==> src/rtl/psw_pkg.sv <==
package psw_pkg;

   localparam int PSW_W      = 8;
   localparam int BIT_CARRY  = 0;
   localparam int BIT_ZERO   = 1;
   localparam int BIT_SIGN   = 2;
   localparam int BIT_OVF    = 3;
   localparam int BIT_EQUAL  = 4;
   localparam int BIT_RSV    = 5;
   localparam int BIT_IE     = 6;
   localparam int BIT_SUP    = 7;

   localparam logic [PSW_W-1:0] PSW_RESET     = 8'h80;
   localparam logic [PSW_W-1:0] PSW_LIVE_MASK = 8'hDF;

   typedef struct packed {
      logic sup;
      logic ie;
      logic rsv;
      logic equal;
      logic ovf;
      logic sign;
      logic zero;
      logic carry;
   } psw_t;

   typedef enum logic [2:0] {
      BR_ALWAYS = 3'd0,
      BR_ZERO   = 3'd1,
      BR_NZERO  = 3'd2,
      BR_CARRY  = 3'd3,
      BR_NEG    = 3'd4,
      BR_OVF    = 3'd5,
      BR_EQ     = 3'd6,
      BR_NEQ    = 3'd7
   } br_sel_e;

   typedef enum logic [2:0] {
      SRC_HOLD    = 3'd0,
      SRC_FLAGS   = 3'd1,
      SRC_WRITE   = 3'd2,
      SRC_ENTER   = 3'd3,
      SRC_RESTORE = 3'd4
   } src_e;

endpackage

==> src/rtl/psw_flag_capture.sv <==
module psw_flag_capture
   import psw_pkg::*;
#(
   parameter int DATA_W       = 16,
   parameter int EQ_FROM_ZERO = 0
) (
   input  logic [DATA_W-1:0] alu_result,
   input  logic              alu_carry,
   input  logic              alu_ovf,
   input  logic              alu_equal,
   input  psw_t              cur,
   output psw_t              nxt
);
   localparam int MSB = DATA_W - 1;

   logic res_zero;
   logic eq_bit;

   assign res_zero = ~|alu_result;

   generate
      if (EQ_FROM_ZERO != 0) begin : g_eq_zero
         assign eq_bit = res_zero;
      end else begin : g_eq_port
         assign eq_bit = alu_equal;
      end
   endgenerate

   always_comb begin
      nxt       = cur;
      nxt.carry = alu_carry;
      nxt.zero  = res_zero;
      nxt.sign  = alu_result[MSB];
      nxt.ovf   = alu_ovf;
      nxt.equal = eq_bit;
      nxt.rsv   = 1'b0;
   end

endmodule

==> src/rtl/psw_priv_guard.sv <==
module psw_priv_guard #(
   parameter int REGISTER_FAULT = 0
) (
   input  logic clk,
   input  logic rst_n,
   input  logic sup,
   input  logic wr_en,
   input  logic priv_op,
   output logic wr_accept,
   output logic priv_fault
);
   logic fault_now;

   assign wr_accept = wr_en & sup;
   assign fault_now = priv_op & ~sup;

   generate
      if (REGISTER_FAULT != 0) begin : g_fault_reg
         logic fault_q;
         always_ff @(posedge clk or negedge rst_n) begin
            if (!rst_n) fault_q <= 1'b0;
            else        fault_q <= fault_now;
         end
         assign priv_fault = fault_q;
      end else begin : g_fault_comb
         assign priv_fault = fault_now;
      end
   endgenerate

endmodule

==> src/rtl/psw_branch_eval.sv <==
module psw_branch_eval
   import psw_pkg::*;
(
   input  psw_t       cur,
   input  logic [2:0] br_sel,
   output logic       br_take
);
   always_comb begin
      unique case (br_sel_e'(br_sel))
         BR_ALWAYS: br_take = 1'b1;
         BR_ZERO:   br_take = cur.zero;
         BR_NZERO:  br_take = ~cur.zero;
         BR_CARRY:  br_take = cur.carry;
         BR_NEG:    br_take = cur.sign;
         BR_OVF:    br_take = cur.ovf;
         BR_EQ:     br_take = cur.equal;
         BR_NEQ:    br_take = ~cur.equal;
         default:   br_take = 1'b0;
      endcase
   end

endmodule

==> src/rtl/psw_reg.sv <==
module psw_reg
   import psw_pkg::*;
#(
   parameter int DATA_W         = 16,
   parameter int EQ_FROM_ZERO   = 0,
   parameter int REGISTER_FAULT = 0
) (
   input  logic              clk,
   input  logic              rst_n,
   input  logic              upd_en,
   input  logic [DATA_W-1:0] alu_result,
   input  logic              alu_carry,
   input  logic              alu_ovf,
   input  logic              alu_equal,
   input  logic              wr_en,
   input  logic [7:0]        wr_data,
   input  logic              priv_op,
   input  logic              irq_enter,
   input  logic              restore_en,
   input  logic [7:0]        restore_word,
   input  logic [2:0]        br_sel,
   output logic [7:0]        psw_out,
   output logic              int_en,
   output logic              sup_mode,
   output logic              br_take,
   output logic              priv_fault
);

   generate
      if (DATA_W < 2) begin : g_bad_width
         $error("psw_reg: DATA_W must be at least 2");
      end
      if (EQ_FROM_ZERO != 0 && EQ_FROM_ZERO != 1) begin : g_bad_eq
         $error("psw_reg: EQ_FROM_ZERO must be 0 or 1");
      end
      if (REGISTER_FAULT != 0 && REGISTER_FAULT != 1) begin : g_bad_fault
         $error("psw_reg: REGISTER_FAULT must be 0 or 1");
      end
   endgenerate

   psw_t psw_q;
   psw_t psw_d;
   psw_t flag_word;
   src_e src;
   logic wr_accept;

   psw_flag_capture #(
      .DATA_W       (DATA_W),
      .EQ_FROM_ZERO (EQ_FROM_ZERO)
   ) u_flags (
      .alu_result (alu_result),
      .alu_carry  (alu_carry),
      .alu_ovf    (alu_ovf),
      .alu_equal  (alu_equal),
      .cur        (psw_q),
      .nxt        (flag_word)
   );

   psw_priv_guard #(
      .REGISTER_FAULT (REGISTER_FAULT)
   ) u_guard (
      .clk        (clk),
      .rst_n      (rst_n),
      .sup        (psw_q.sup),
      .wr_en      (wr_en),
      .priv_op    (priv_op),
      .wr_accept  (wr_accept),
      .priv_fault (priv_fault)
   );

   psw_branch_eval u_branch (
      .cur     (psw_q),
      .br_sel  (br_sel),
      .br_take (br_take)
   );

   // Source priority: restore, entry, accepted write, flag update.
   always_comb begin
      if (restore_en)     src = SRC_RESTORE;
      else if (irq_enter) src = SRC_ENTER;
      else if (wr_accept) src = SRC_WRITE;
      else if (upd_en)    src = SRC_FLAGS;
      else                src = SRC_HOLD;
   end

   always_comb begin
      psw_d = psw_q;
      unique case (src)
         SRC_RESTORE: psw_d = psw_t'(restore_word & PSW_LIVE_MASK);
         SRC_ENTER: begin
            psw_d.sup = 1'b1;
            psw_d.ie  = 1'b0;
         end
         SRC_WRITE:   psw_d = psw_t'(wr_data & PSW_LIVE_MASK);
         SRC_FLAGS:   psw_d = flag_word;
         default:     psw_d = psw_q;
      endcase
      psw_d.rsv = 1'b0;
   end

   always_ff @(posedge clk or negedge rst_n) begin
      if (!rst_n) psw_q <= psw_t'(PSW_RESET);
      else        psw_q <= psw_d;
   end

   assign psw_out  = psw_q;
   assign int_en   = psw_q.ie;
   assign sup_mode = psw_q.sup;

endmodule

==> config.mk <==
export PLATFORM = sky130hd
export DESIGN_NAME = psw_reg
export DESIGN_NICKNAME = d
export VERILOG_FILES = /design/src/rtl/psw_pkg.sv /design/src/rtl/psw_flag_capture.sv /design/src/rtl/psw_priv_guard.sv /design/src/rtl/psw_branch_eval.sv /design/src/rtl/psw_reg.sv
export SDC_FILE = /design/constraint.sdc
export NUM_CORES = 1
export LEC_CHECK = 0
export BUFFER_PORTS_ARGS = -buffer_cell sky130_fd_sc_hd__buf_2
export CAP_MARGIN = 5
export CORE_UTILIZATION = 33
export DETAILED_ROUTE_END_ITERATION = 10
export GPL_ROUTABILITY_DRIVEN = 0
export GPL_TIMING_DRIVEN = 0
export PLACE_DENSITY = 0.83
export SLEW_MARGIN = 20
export SYNTH_ARGS = -nofsm -noshare
export SYNTH_HDL_FRONTEND = slang
export SYNTH_SLANG_ARGS = --single-unit
==> constraint.sdc <==
create_clock -name clk -period 1.3 [get_ports clk]
set_input_delay 0.195 -clock clk [delete_from_list [all_inputs] [get_ports clk]]
set_output_delay 0.195 -clock clk [all_outputs]
set_load 0.02 [all_outputs]
[Yosys cells after proc, flatten, opt, wreduce, memory -nomap -nowiden]
Cells that the tools add are included.
Word-level totals
  register bits after elaboration: 7
  bits of input ports: 45
  output and inout bits: 12
  word-level logic and storage cells: 35
Operators by class
  equality and inequality tests: 11
  muxes and demuxes: 7
  bitwise gates (word level): 5
  reductions and logical operators: 5
Operators with widths (count)
  16-bit OR reduction: 1
  3-bit equality test, second input constant: 5
  5-bit one-hot mux with 3 select lines: 1
  3-bit by 2-bit equality test with 1-bit output, second input constant: 4
  1-bit one-hot mux with 8 select lines: 1
  3-bit by 1-bit equality test with 1-bit output, second input constant: 2
  3-bit 2-to-1 mux: 2
  2-bit one-hot mux with 3 select lines: 1
  3-bit nonzero test: 2
  3-bit logical NOT: 1
  1-bit NOT: 3
  1-bit bitwise AND: 2
  2-bit 2-to-1 mux: 1
  1-bit logical NOT: 1
  1-bit 2-to-1 mux: 1

[Logic depth before layout (Yosys ltp)]
Gate-level depths: netlist (run 1).
  depth after elaboration: 6
  depth in mapped cells: 5

[By module]
A second synthesis (run 1) with hierarchy kept.
Unflattened totals
  cells, all modules: 81
  area total of the unflattened synthesis: 690.7 sq um
Modules (own cells, without submodules)
  psw_reg: times used 1, cells an instance 56, area each 511.7 sq um
  psw_flag_capture: times used 1, cells an instance 14, area each 97.6 sq um
  psw_branch_eval: times used 1, cells an instance 9, area each 65.1 sq um
  psw_priv_guard: times used 1, cells an instance 2, area each 16.3 sq um

[Worst setup path after synthesis (run 1)]
No wires, ideal clock.
  path kind: flip-flop to output port
  start: reg psw_q, in the netlist psw_out[4]
  end: out br_take
  arrival: 1.098 ns
  setup slack: 0.007 ns
  stages on the path, launching flop included: 5
  buffers on the path: 0
  path through: dfrtp_1 -> xnor2_1 -> nand2_1 -> o21ai_0 -> a21oi_1
On the way
  cells in the longest elaborated chain, start to end: 2
Ends and longest elaborated chain
  from (decl): line psw_reg.sv:41  | psw_t psw_q;
  from (signal assigned): line psw_reg.sv:102  | if (!rst_n) psw_q <= psw_t'(PSW_RESET);
  from (signal assigned): line psw_reg.sv:103  | else psw_q <= psw_d;
  1-bit NOT: line psw_branch_eval.sv:17  | BR_NEQ: br_take = ~cur.equal;
  1-bit one-hot mux with 8 select lines (*): line psw_branch_eval.sv:9  | unique case (br_sel_e'(br_sel))
  to (decl): line psw_reg.sv:25  | output logic br_take,
Mark *: on every way between the ends. The rest lies on a longest branch, timed or not.

[Final worst setup path (run 1)]
  start: reg psw_q, in the netlist psw_out[2]
  end: out br_take
On the way
  cells in the longest elaborated chain, start to end: 1
Ends and longest elaborated chain (line)
  1-bit one-hot mux with 8 select lines: psw_branch_eval.sv:9
Every way passes these cells.

==> results by group, run 1 <==
Pwr
  – Net Sw Frac: 34.2%
  – PwrDens: 849 nW/um^2
  – Seq pwr share: 33.8%
  – LEAKAGE: 0.000459 uW
  – Clock power frac: 25.8%
  – Comb pwr share: 40.4%
  – VDD IR max: 0.482 mV
  – Sw power: 270 uW
  – Pint: 520 uW

Setup path
  – Crit-path slowest cell: dfrtp_1
  – CP endpoint kind: output pin
  – Max stage delay on crit path: 0.37 ns
  – CP required: 1.11 ns
  – Critical path's top delay family: flip-flops
  – Crit path launch type: flop
  – Setup Crit Path Kind: reg -> out
  – CP max FO: 2
  – Buf/Inv on CP: 1
  – Critical Path AT: 1.28 ns
  – Worst path cell trace: mux2_4, o21ai_2, a21oi_1, buf_2

Synth
  – Primary FF master, synth: dfrtp_1
  – Post-synth EDFFs: 0
  – Cell with the most instances after synthesis: nand2_1
  – Mapped Area: 531 sq um
  – Syn nets: 109
  – Cell count after synthesis: 64
  – Syn Area/Cell: 8.29 sq um
  – Seq/Total Area, Yosys: 33.3%
  – Synth warnings: 0
  – Async SR Flop Fraction: 100%
  – Synth top area share: 28.3%
  – Area leader, netlist: dfrtp_1
  – Top cells by count, synth: 8 x nand2_1, 6 x dfrtp_1, 5 x a31oi_1, 5 x nor2_1, 5 x o22ai_1
  – Synth top area cells: dfrtp_1 28%, a31oi_1 5.9%, o22ai_1 5.9%
  – Unique masters post-synth: 27
  – Register bit total from synthesis: 7

Timing
  – Min cycle time layout: 1.48 ns
  – Setup ws final: -0.176 ns
  – Final hold violations: 0
  – RSZ-0062 raised after global routing: yes
  – F_max: 0.678 GHz
  – Skew final: 0.00480 ns
  – Setup TNS: -0.186 ns
  – Tcrit/Tclk final: 114%
  – Max-slew violation count: 0
  – Final setup viols: 2

Die
  – Row count: 14
  – I/O pins: 57
  – Die Height: 42.1 microns
  – Die area: 1770 sq um
  – Initial Util: 35.2%
  – Core area: 1510 sq um
  – Die width: 42.1 microns

Status
  – Status: finished with violations
  – Violated checks: negative setup slack

Route
  – DRC Markers: 0
  – Post-DRT Antenna Nets: 0
  – DR vias/cell: 4.97
  – WL/cell: 12.1 microns
  – Via Count: 706
  – Drt pass-1 iters: 4
  – 1st-iter DRT viols: 9
  – Final WL: 1730 microns

Place
  – Cell Area, Placed: 816 sq um
  – DP Worst Slack: -0.0521 ns
  – # port buffers: 53
  – Placed cells: 133

GRT
  – Initial antenna violation count: 0
  – Pin count of the biggest net entering global routing: 10
  – All-Layer GR Usage: 20.8%
  – Vias in the first global route: 681
  – Grt total ovfl: 0
  – First-pass GRT wire length: 2840 microns

Final layout
  – Layout area overhead: 75.2%
  – Post-Layout Cell Count: 142
  – Share of cells above drive strength 1: 58.7%
  – Final net count: 172
  – Final instance area: 930 sq um
  – Diode count: 0

Clock network
  – Later-pin clock latency in the skew report: 0.26 ns
  – Clk pin slew, worst setup/hold paths: 0.06 ns
  – Clk root buf: clkbuf_4
  – Cts bufs inserted: 3
  – TritonCTS clock tree: done
  – Clk sinks: 7
  – CTS max path bufs: 2
  – H-tree levels: 1

Flow run
  – Max cap viols: 0

Worst hold path
  – Min-delay worst type: in -> reg
[routing by layer]
| layer | GRT usage, % | wire (microns) |
|---|---|---|
| met1 | 24.8 | 698 |
| met2 | 38.1 | 947 |
| met3 | 3.88 | 69 |
| met4 | 5.63 | 10 |
| met5 | 0 | 0 |
[area by class of cell]
cell class | count | area, sq um
multi-input combinational | 51 | 344
tap | 16 | 20.0
timing repair buffer | 58 | 318
fill | 149 | 577
buffer | 4 | 37.5
clock buffer | 4 | 26.3
sequential | 7 | 176
inverter | 2 | 7.51
[worst reg2reg max path, stage by stage (launching register included)]
cell and delay, ns:
dfstp_2 0.63, a21oi_4 0.11, o21ai_4 0.21, nor2_1 0.07
a31oi_1 0.14
[timing repair]
item                                   4_1_cts  5_1_grt
resized for setup                            5        8
pin swaps                                    0        3
hold buffers                                 1        0
endpoints found under the hold margin        7        0
setup endpoints to repair                    7        7
gates cloned                                 0        0
setup buffers                                4        0
[flip-flops by register name, summed over array words and instances (netlist names)]
register,flops
sup_mode,1
psw_out,5
int_en,1
[power groups by stage]
stage                     clock network [uW]  logic [uW]  registers, uW
after floorplan                            0         111            300
after global placement                     0         258            271
after detailed placement                   0         265            273
after CTS                                195         304            264
after global routing                     213         344            271
final                                    203         319            267
[final timing paths]
kind,start,to,slack [ns],cells after the start
min in group asynchronous,rst_n,psw_out[4],0.30,2
worst min register to register,psw_out[4],psw_out[4],0.58,2
max in group asynchronous,rst_n,sup_mode,0.77,2
worst max-delay path,psw_out[2],br_take,-0.18,4
worst max register to register,sup_mode,psw_out[4],0.05,4
worst min-delay path,restore_en,sup_mode,0.12,2
[layout by cell type, fill, tap and decap left out, drive strengths merged]
cell,instances
clkbuf,4
a31oi,5
nand2b,1
o22ai,5
nor4,4
mux2i,2
dfrtp,6
o21ai,3
and4,1
inv,2
nor2,6
xnor2,1
dlygate4sd3,1
a21oi,5
or2,1
nor2b,1
buf,61
a311oi,1
conb,1
nand2,8
mux2,1
nand3,5
dfstp,1
[metrics by stage]
| stage | hold WS, ns | utilization [%] | power, uW |
|---|---|---|---|
| 2_1_floorplan | -0.101 | - | 410 |
| 3_3_place_gp | 0.0308 | 54.2 | 529 |
| 3_5_place_dp | 0.0351 | 54.2 | 538 |
| 4_1_cts | 0.132 | 59.5 | 763 |
| 5_1_grt | 0.138 | 61.7 | 828 |
| 6_report | 0.122 | 61.7 | 790 |
[logic make-up after synthesis]
kind of cell / Yosys count / share of synthesized area (%)
simple gates: 27 / 26.9
xor+xnor: 1 / 1.65
mux: 3 / 5.90
compound gates: 19 / 23.8
flops: 7 / 33.3
other cells: 1 / 0.707
buf+inv: 6 / 7.78
(Power assumes the default switching activity.)
==> run 2: changes to the inputs <==
--- a/config.mk
+++ b/config.mk
@@ -7,6 +7,7 @@
 export LEC_CHECK = 0
 export BUFFER_PORTS_ARGS = -buffer_cell sky130_fd_sc_hd__buf_2
 export CAP_MARGIN = 5
+export CORE_MARGIN = 4
 export CORE_UTILIZATION = 33
 export DETAILED_ROUTE_END_ITERATION = 10
 export GPL_ROUTABILITY_DRIVEN = 0
==> results by group, run 2 (synthesized netlist as in run 1, its figures left out) <==
Place
  – DP Worst Slack: -0.0764 ns
  – # port buffers: 53
  – Cell Area, Placed: 816 sq um
  – Placed cells: 133
  – DPL Wire Length: 1550 microns

Setup path
  – CP max FO: 2
  – Worst Reg-to-Reg Cells: 4
  – Crit Reg-Reg Endpoint: psw_out[1]
  – Setup Crit Path Kind: reg -> out
  – Worst path cell trace: mux2_4, o21ai_2, a21oi_1, buf_4
  – Crit-path slowest cell: dfrtp_1
  – Max stage delay on crit path: 0.37 ns
  – Setup crit start: psw_out[2]
  – CP required: 1.11 ns
  – Critical Path AT: 1.25 ns
  – Critical path's top delay family: flip-flops
  – Crit path launch type: flop
  – Buf/Inv on CP: 1
  – Flop-to-flop setup slack: 0.04 ns
  – CP endpoint kind: output pin
  – Critical R2R Launch: sup_mode

GRT
  – Pin count of the biggest net entering global routing: 10
  – All-Layer GR Usage: 15.2%
  – First-pass GRT wire length: 2420 microns
  – Initial antenna violation count: 0
  – Vias in the first global route: 597
  – Grt total ovfl: 0

Timing
  – Final setup viols: 3
  – Min cycle time layout: 1.45 ns
  – Setup TNS: -0.175 ns
  – Tcrit/Tclk final: 111%
  – Skew final: 0.000593 ns
  – RSZ-0062 raised after global routing: yes
  – Setup ws final: -0.145 ns
  – F_max: 0.692 GHz
  – Max-slew violation count: 0
  – Final hold violations: 0

Flow run
  – Max cap viols: 0

Pwr
  – PwrDens: 844 nW/um^2
  – VDD IR max: 0.322 mV
  – LEAKAGE: 0.000464 uW

Final layout
  – Commonest cells after routing, fill and taps aside: 50 x buf_2, 9 x buf_4, 7 x nand2_1, 6 x dfrtp_1
  – Diode count: 0
  – Max FFs per register: 5
  – Layout area overhead: 75.9%
  – Post-Route Utilization: 62.0%
  – Final net count: 173
  – Post-Layout Cell Count: 143
  – Commonest non-fill, non-tap cell in the layout: buf_2
  – Share of cells above drive strength 1: 58.3%
  – Final instance area: 933 sq um

Route
  – Via Count: 701
  – Post-DRT Antenna Nets: 0
  – WL/cell: 13.4 microns
  – Final WL: 1910 microns
  – DRC Markers: 0
  – DR vias/cell: 4.90
  – Drt pass-1 iters: 4
  – 1st-iter DRT viols: 11

Clock network
  – Clk pin slew, worst setup/hold paths: 0.05 ns
  – TritonCTS clock tree: done
  – Clk root buf: clkbuf_4
  – Later-pin clock latency in the skew report: 0.25 ns
  – H-tree levels: 1
  – CTS max path bufs: 2
  – Cts bufs inserted: 3
  – Clk sinks: 7

Die
  – Die width: 48.1 microns
  – I/O pins: 57
  – Die Height: 48.1 microns
  – Die area: 2310 sq um
  – Core area: 1510 sq um
  – Row count: 14
  – Initial Util: 35.2%

Worst hold path
  – HP Start: restore_en
  – Min-delay worst type: in -> reg
  – Min-Delay Endpoint: sup_mode
  – Depth of the worst hold-timing path: 2

Status
  – Status: finished with violations
  – Violated checks: negative setup slack
run 2: worst register-to-register path, stage by stage, from the launching register on:
cell	delay, ns
dfstp_2	0.64
a21oi_4	0.11
buf_4	0.15
o22ai_1	0.13
a31oi_1	0.10
run 2: metal layers:
layer	global-route usage (%)	part of all wire (%)	vias to the layer above
li1	-	-	362
met1	15.8	38	316
met2	28.5	57	20
met3	2.58	3.9	3
met4	8.06	1.2	0
met5	0	0	-
run 2: cell type report:
| type | instances | area, sq um |
|---|---|---|
| plain buffers | 4 | 37.5 |
| clock buffers | 4 | 26.3 |
| fillers | 132 | 573 |
| inverters | 2 | 7.51 |
| multi-input cells | 51 | 342 |
| flip-flops and latches | 7 | 176 |
| well taps | 16 | 20.0 |
| repair buffers | 59 | 324 |
run 2: what timing repair did:
action,in CTS,in global routing
setup endpoints to repair,7,6
pin swaps,1,2
gates resized for setup,6,6
hold endpoints to repair,7,0
setup buffers,4,1
gates cloned,0,0
hold buffers,1,0
run 2: where the power goes:
part,internal (uW),switching (uW)
registers,245,23.9
logic,161,161
clock network,117,80.2
run 2: worst max-delay path by stage:
stage,to,slack [ns],cells after the start
floorplan,br_take,0.007,4
global placement,psw_out[3],-0.03,4
detailed placement,psw_out[4],-0.08,4
CTS,br_take,-0.12,4
global route,br_take,-0.18,4
finish,br_take,-0.15,4
run 2: through the flow:
| step | hold WS (ns) | power (uW) |
|---|---|---|
| after detailed placement | 0.0363 | 539 |
| after CTS | 0.130 | 776 |
| after global placement | 0.0281 | 530 |
| final | 0.136 | 788 |
| after floorplan | -0.101 | 410 |
| after global routing | 0.140 | 835 |
==> run 3: changes to the inputs <==
--- a/config.mk
+++ b/config.mk
@@ -9,10 +9,12 @@
 export CAP_MARGIN = 5
 export CORE_MARGIN = 4
 export CORE_UTILIZATION = 33
+export CTS_CLUSTER_SIZE = 10
 export DETAILED_ROUTE_END_ITERATION = 10
 export GPL_ROUTABILITY_DRIVEN = 0
 export GPL_TIMING_DRIVEN = 0
 export PLACE_DENSITY = 0.83
+export SETUP_SLACK_MARGIN = 0.02
 export SLEW_MARGIN = 20
 export SYNTH_ARGS = -nofsm -noshare
 export SYNTH_HDL_FRONTEND = slang
==> results by group, run 3 (synthesized netlist as in run 1, its figures left out) <==
Final layout
  – Post-Route Utilization: 64.5%
  – Fill count: 122
  – Final net count: 174
  – Commonest non-fill, non-tap cell in the layout: buf_2
  – Diode count: 0
  – Layout area overhead: 83.0%
  – Final instance area: 971 sq um
  – Share of cells above drive strength 1: 63.3%
  – Post-Layout Cell Count: 144
  – Commonest cells after routing, fill and taps aside: 50 x buf_2, 8 x buf_4, 7 x nand2_1, 6 x dfrtp_1, 5 x buf_6
  – Max FFs per register: 5

Route
  – Post-DRT Antenna Nets: 0
  – DR vias/cell: 5.26
  – 1st-iter DRT viols: 12
  – Drt pass-1 iters: 4
  – WL/cell: 15.0 microns
  – Via Count: 758
  – DRC Markers: 0
  – Final WL: 2150 microns

Status
  – Violated checks: negative setup slack
  – Status: finished with violations

Pwr
  – Clock power frac: 25.4%
  – Seq pwr share: 32.9%
  – Sw power: 291 uW
  – Pint: 532 uW
  – Comb pwr share: 41.8%
  – PwrDens: 847 nW/um^2
  – Net Sw Frac: 35.4%
  – VDD IR max: 0.492 mV
  – LEAKAGE: 0.000471 uW

Die
  – Die area: 2310 sq um
  – Row count: 14
  – I/O pins: 57
  – Core area: 1510 sq um
  – Initial Util: 35.2%
  – Die width: 48.1 microns
  – Die Height: 48.1 microns

Timing
  – Max-slew violation count: 0
  – Setup TNS: -0.232 ns
  – Skew final: 0.00861 ns
  – Final hold violations: 0
  – Min Hold Slack: 0.113 ns
  – RSZ-0062 raised after global routing: yes
  – F_max: 0.684 GHz
  – Setup ws final: -0.162 ns
  – Final setup viols: 3
  – Tcrit/Tclk final: 112%
  – Min cycle time layout: 1.46 ns

Setup path
  – CP required: 1.11 ns
  – Critical Path AT: 1.27 ns
  – CP max FO: 3
  – CP endpoint kind: output pin
  – Crit path launch type: flop
  – Setup Crit Path Kind: reg -> out

Place
  – DPL Wire Length: 1580 microns
  – Cell Area, Placed: 820 sq um
  – Placed cells: 133
  – # port buffers: 53

GRT
  – Initial antenna violation count: 0
  – First-pass GRT wire length: 3100 microns
  – All-Layer GR Usage: 19.4%
  – Grt total ovfl: 0
  – Vias in the first global route: 737
  – Pin count of the biggest net entering global routing: 10

Clock network
  – Clk root buf: clkbuf_4
  – Cts bufs inserted: 3
  – TritonCTS clock tree: done
  – Later-pin clock latency in the skew report: 0.27 ns
  – H-tree levels: 1
  – Clk sinks: 7
  – CTS max path bufs: 2
  – Clk pin slew, worst setup/hold paths: 0.06 ns

Worst hold path
  – Min-delay worst type: in -> reg

Flow run
  – Max cap viols: 0
run 3: cell types whose count changed in the layout (fill, tap and decap cells not counted), sizes merged:
| cell | previous run | this run |
|---|---|---|
| buf | 62 | 63 |
run 3: worst paths after layout:
kind                               to        from  slack (ns)  depth (start not counted)
setup / recovery              br_take  psw_out[3]       -0.16                          4
hold / removal               sup_mode  restore_en        0.11                          2
setup reg to reg           psw_out[4]    sup_mode        0.02                          4
hold reg to reg            psw_out[0]  psw_out[0]        0.60                          2
max in group asynchronous    sup_mode       rst_n        0.78                          2
min in group asynchronous  psw_out[4]       rst_n        0.29                          2
run 3: area by class of cell:
| type | count | area, sq um | share of cell area [%] |
|---|---|---|---|
| inverter | 2 | 7.51 | 0.773 |
| multi-input combinational | 51 | 364 | 37.5 |
| buffer | 4 | 37.5 | 3.87 |
| tap | 16 | 20.0 | 2.06 |
| clock buffer | 4 | 26.3 | 2.71 |
| sequential | 7 | 176 | 18.2 |
| timing repair buffer | 60 | 339 | 34.9 |
run 3: stage by stage:
| step | worst slack (ns) | power [uW] |
|---|---|---|
| final | -0.162 | 823 |
| after global routing | -0.204 | 863 |
| after CTS | -0.169 | 801 |
| after detailed placement | -0.0987 | 544 |
| after global placement | -0.0347 | 532 |
| after floorplan | 0.0248 | 413 |
run 3: metal layers:
layer  vias to the layer above  share of wire, %  global-route usage (%)  wire length, microns
li1                        365                 -                       -                     -
met1                       354                34                    19.6                   738
met2                        33                57                    37.7                  1230
met3                         6               6.2                    5.17                   133
met4                         0               2.5                    6.45                    53
met5                         -                 0                       0                     0
run 3: timing repair:
| item | 4_1_cts | 5_1_grt |
|---|---|---|
| pin swaps | 3 | 6 |
| hold buffers | 1 | 0 |
| resized for setup | 11 | 7 |
| setup endpoints to repair | 9 | 8 |
| setup buffers | 5 | 2 |
| hold endpoints to repair | 7 | 0 |
run 3: power groups by stage:
| stage | registers (uW) | clock network (uW) | logic, uW |
|---|---|---|---|
| finish | 270 | 209 | 344 |
| detailed placement | 273 | 0 | 271 |
| floorplan | 300 | 0 | 113 |
| CTS | 268 | 210 | 323 |
| global route | 273 | 223 | 367 |
| global placement | 271 | 0 | 261 |
run 3: worst max-delay path, cell delays in order, from the launching register on:
cell     delay, ns
dfrtp_1       0.38
mux2_2        0.27
o21ai_2       0.13
a21oi_2       0.07
buf_4         0.16
